==> config.mk <==
export PLATFORM = sky130hd
export DESIGN_NAME = tdm_bit_aligner
export DESIGN_NICKNAME = d
export VERILOG_FILES = /design/src/rtl/tdm_bit_aligner.sv
export SDC_FILE = /design/constraint.sdc
export NUM_CORES = 1
export LEC_CHECK = 0
export CAP_MARGIN = 20
export CORE_UTILIZATION = 53
export DETAILED_ROUTE_END_ITERATION = 10
export PLACE_DENSITY_LB_ADDON = 0.05
export SYNTH_ARGS = -nofsm -noshare
export SYNTH_HDL_FRONTEND = slang
export SYNTH_SLANG_ARGS = --single-unit
export TNS_END_PERCENT = 20
==> constraint.sdc <==
create_clock -name clk -period 4.4 [get_ports clk]
set_clock_uncertainty 0.15 [all_clocks]
set_input_delay 1.32 -clock clk [delete_from_list [all_inputs] [get_ports clk]]
set_output_delay 1.32 -clock clk [all_outputs]
set_load 0.02 [all_outputs]
==> src/rtl/tdm_bit_aligner.sv <==
module tdm_bit_aligner #(
  parameter int INT_BITS = 3,
  parameter int PT_BITS  = 2
) (
  input  logic                        clk,
  input  logic                        rst_n,
  input  logic                        frame_pulse,
  input  logic                        rx_data,
  input  logic                        sel_mode,
  input  logic [INT_BITS+PT_BITS-1:0] delay_cfg,
  output logic                        bit_data,
  output logic                        bit_valid,
  output logic                        frame_start
);
  localparam int CELL    = 1 << PT_BITS;
  localparam int FIELD_W = INT_BITS + PT_BITS;
  localparam int MAX_WT  = (1 << FIELD_W) - 1 + CELL / 2;
  localparam int CNT_W   = $clog2(MAX_WT + 1);

  logic             active;
  logic             first;
  logic [CNT_W-1:0] wait_cnt;
  logic [CNT_W-1:0] pt_off;
  logic [CNT_W-1:0] first_wait;

  always_comb begin
    pt_off = CNT_W'(delay_cfg[PT_BITS-1:0]) + CNT_W'(CELL - 1);
    if (pt_off > CNT_W'(CELL)) pt_off = pt_off - CNT_W'(CELL);
  end

  assign first_wait = sel_mode
    ? CNT_W'({delay_cfg[FIELD_W-1:PT_BITS], {PT_BITS{1'b0}}}) + pt_off
    : CNT_W'(delay_cfg) + CNT_W'(CELL / 2);

  always_ff @(posedge clk) begin
    if (!rst_n) begin
      active      <= 1'b0;
      first       <= 1'b0;
      wait_cnt    <= '0;
      bit_data    <= 1'b0;
      bit_valid   <= 1'b0;
      frame_start <= 1'b0;
    end else begin
      bit_valid   <= 1'b0;
      frame_start <= 1'b0;
      if (frame_pulse) begin
        active   <= 1'b1;
        first    <= 1'b1;
        wait_cnt <= first_wait;
      end else if (active) begin
        if (wait_cnt == CNT_W'(1)) begin
          bit_data    <= rx_data;
          bit_valid   <= 1'b1;
          frame_start <= first;
          first       <= 1'b0;
          wait_cnt    <= CNT_W'(CELL);
        end else begin
          wait_cnt <= wait_cnt - CNT_W'(1);
        end
      end
    end
  end

  AST_IDLE_UNTIL_FRAME: assert property (@(posedge clk) disable iff (!rst_n)
    !active |-> !bit_valid && !frame_start);
  AST_COUNT_RANGE: assert property (@(posedge clk) disable iff (!rst_n)
    active |-> (wait_cnt >= CNT_W'(1)) && (wait_cnt <= CNT_W'(MAX_WT)));
  AST_START_HAS_BIT: assert property (@(posedge clk) disable iff (!rst_n)
    frame_start |-> bit_valid);
  AST_BIT_IS_SAMPLE: assert property (@(posedge clk) disable iff (!rst_n)
    bit_valid |-> bit_data == $past(rx_data));
  AST_NO_BACK_TO_BACK: assert property (@(posedge clk) disable iff (!rst_n)
    bit_valid |=> !bit_valid);
endmodule

==> impl_metrics.toml <==
[critical_path]
crit_type = "primary input to flop"
required_ps = 4440
critPathMaxStageDelay_ps = 500
critPathSlowestCell = "clkdlybuf4s50_1"
crit_chain = "clkdlybuf4s50_1 -> inv_1 -> ha_1 -> ha_1 -> ha_1 -> a32oi_1 -> xor2_1 -> a211oi_1"
cp_max_fo = 3
arrival_ps = 2940
critPathLaunchType = "primary input"
critPathMostFrequentCell = "ha_1"
cp-end-kind = "flop"

[status]
status = "finished clean"

[global_route]
gr-usage-all-layers_pct = 23.96
antenna_found_initial = 0
grt_pass1_vias = 517
grt_pass1_wl_um = 2311
overflow = 0
grt_max_degree = 17

[placed_design]
gp_congestion = 0.8493
dpl_cell_area_um2 = 819.5
port_buffers = 12
pre_cts_ws_ps = 1210
placed_cells = 100
place.detailed.hpwl_um = 1049

[floorplan]
start_util_pct = 59.51
ioPinCount = 13
die_h_um = 38.26
dieWidth_um = 38.26
coreArea_mm2 = 0.001171
num_rows = 12
die-area_mm2 = 0.001464

[timing]
final_hold_viol_count = 0
fmax_ghz = 0.3456
finalCriticalPeriod_ps = 2894
finalSetupViolCount = 0
rsz0062_at_grt = "no"
slew_violations = 0
worst_slew_pin_slew_ps = 562.8
relSlewSlack_pct = 62.36
timing.final.ws_setup_ps = 1506
tns_ps = 0
period_share_pct = 65.77

[yosys]
syn_avg_cell_area_um2 = 8.935
ys_types = 27
syn-cell-area_um2 = 696.9
syn_nets = 95
synth_warnings = 0
synth_seq_area_share_pct = 31.60
netlist_instances = 78
ys_seq_elements = 11

[min_path]
holdCritPathClass = "flop to flop"

[power]
pwr-share-seq_pct = 47.6
p_sw_uw = 71.77
total_power_uw = 239.9
switching_share_pct = 29.91
p_leak_nw = 0.3527
vdd_ir_drop_max_mv = 0.1899
power_frac_clock_pct = 30.1
power_frac_comb_pct = 22.4
intPower_uw = 168.2
power_density_mw_per_mm2 = 283.7

[clock_tree]
ctsHoldBuffers = 0
post_cts_buffers = 0
cts_buffer_depth = 2
root_buffer = "clkbuf_4"
cts_made_buffers = 3
clkSinkCount = 11
clkSlewWorstSetupHoldPaths_ps = 70
insertion_delay_ps = 280
ctsResizeCount = 0
htree_levels = 1
cts_tree = "done"

[cells_and_area]
syn_to_final_growth_pct = 21.36
drive_above_1_share_pct = 7.778
fin_area_um2 = 845.8
num-nets-final = 108
antenna_cells_inserted = 0
final_cells = 104

[route]
drc = 0
num_vias = 593
wl_per_cell_um = 13.58
avgViaCountPerCell = 5.702
routed_wl_um = 1412
firstDrtPassIters = 2
drtIter0Drc = 5
ant_nets = 0

[job]
drv_cap = 0
-- cell type report --
cell class / count / area [µm²]
clock buffer: 4 / 26.28
fill: 93 / 325.3
multi-input combinational: 58 / 442.9
tap: 14 / 17.52
timing repair buffer: 12 / 120.1
inverter: 5 / 18.77
sequential: 11 / 220.2
-- synth_stat cells --
library cell / instances / area [µm²]
o21ai_0: 1 / 5.000
nand2_1: 3 / 11.26
nand3_1: 1 / 5.000
xor2_1: 2 / 17.52
and3_1: 2 / 12.51
nor3b_2: 1 / 12.51
nand2b_1: 1 / 6.260
a32oi_1: 1 / 8.760
or3b_1: 2 / 17.52
nor4_1: 1 / 6.260
a221oi_2: 2 / 30.03
nor3_2: 1 / 10.01
dfxtp_1: 11 / 220.2
a211oi_1: 3 / 22.52
and2_1: 1 / 6.260
nor2b_1: 1 / 6.260
inv_1: 5 / 18.77
mux2i_1: 5 / 50.05
nor4b_1: 1 / 8.760
clkbuf_1: 4 / 15.01
xnor2_1: 1 / 8.760
o31a_1: 3 / 26.28
nor2_1: 9 / 33.78
ha_1: 7 / 87.58
and4b_1: 1 / 10.01
nor3_1: 1 / 5.000
a21oi_1: 7 / 35.03
-- cell families (layout without fill, tap and decap cells) --
group / after synthesis / after routing / synth area share, %
adder cells (fa/ha/maj): 7 / 7 / 12.57
multiplexers: 5 / 5 / 7.182
AND/OR/NAND/NOR: 26 / 26 / 21.72
XOR/XNOR: 3 / 3 / 3.771
AO/OA/AOI/OAI: 17 / 17 / 18.31
buffers and inverters: 9 / 21 / 4.847
flip-flops: 11 / 11 / 31.60
-- cell usage in the layout (no fill, tap or decap) --
master / synthesis / final
ha_1: 7 / 7
a221oi_2: 2 / 2
mux2i_1: 5 / 5
nor4_1: 1 / 1
and4b_1: 1 / 1
clkbuf_1: 4 / 1
o31a_1: 3 / 3
or3b_1: 2 / 2
and2_1: 1 / 1
xor2_1: 2 / 2
a211oi_1: 3 / 3
nor2b_1: 1 / 1
nand3_1: 1 / 1
nor2_1: 9 / 9
and3_1: 2 / 2
nor3_1: 1 / 1
o21ai_0: 1 / 1
xnor2_1: 1 / 1
nor3_2: 1 / 1
nand2_1: 3 / 3
nor4b_1: 1 / 1
a21oi_1: 7 / 7
dfxtp_1: 11 / 11
clkbuf_4: 0 / 3
a32oi_1: 1 / 1
nand2b_1: 1 / 1
clkdlybuf4s50_1: 0 / 12
inv_1: 5 / 5
nor3b_2: 1 / 1
-- sequential cells by signal (all words and copies together) (netlist names) --
signal	count
wait_cnt	6
active	1
first	1
bit_data	1
bit_valid	1
frame_start	1
-- metrics by stage --
stage / hold slack (ps) / utilization [%]
CTS: 344.4 / 72.22
detailed placement: 329.4 / 69.98
finish: 341.6 / 72.22
global placement: 304.7 / 69.98
global route: 349.4 / 72.22
floorplan: 297.1 / -
-- critical path: cells and delay by family --
kind,cells,cell delay [ps]
buf+inv,2,570
fa+ha+maj,3,550
compound gates,2,410
xor+xnor,1,100
-- per-layer routing --
metal | global-route usage [%] | wire length, µm | up-vias | share of wire [%]
li1 | - | - | 304 | -
met1 | 29.93 | 653 | 270 | 46
met2 | 38.98 | 665 | 14 | 47
met3 | 5.233 | 66 | 5 | 4.7
met4 | 10.71 | 27 | 0 | 1.9
met5 | 0 | 0 | - | 0
-- power by group through the flow --
stage / logic [mW] / clock network [mW] / registers, mW
finish: 0.0536 / 0.0722 / 0.114
global route: 0.0606 / 0.0767 / 0.115
CTS: 0.0538 / 0.0729 / 0.114
detailed placement: 0.0533 / 0 / 0.116
global placement: 0.0519 / 0 / 0.116
floorplan: 0.0374 / 0 / 0.113
-- final timing paths --
check	start	to	slack (ps)	depth (start not counted)
setup reg to reg	wait_cnt[1]$_SDFFE_PN0P_	wait_cnt[2]$_SDFFE_PN0P_	2680	6
hold reg to reg	first$_SDFFE_PN0P_	frame_start$_SDFF_PP0_	340	1
hold / removal	first$_SDFFE_PN0P_	frame_start$_SDFF_PP0_	340	1
setup / recovery	delay_cfg[1]	wait_cnt[4]$_SDFFE_PN0P_	1510	8
No activity file was read; power rests on OpenSTA's default activity.
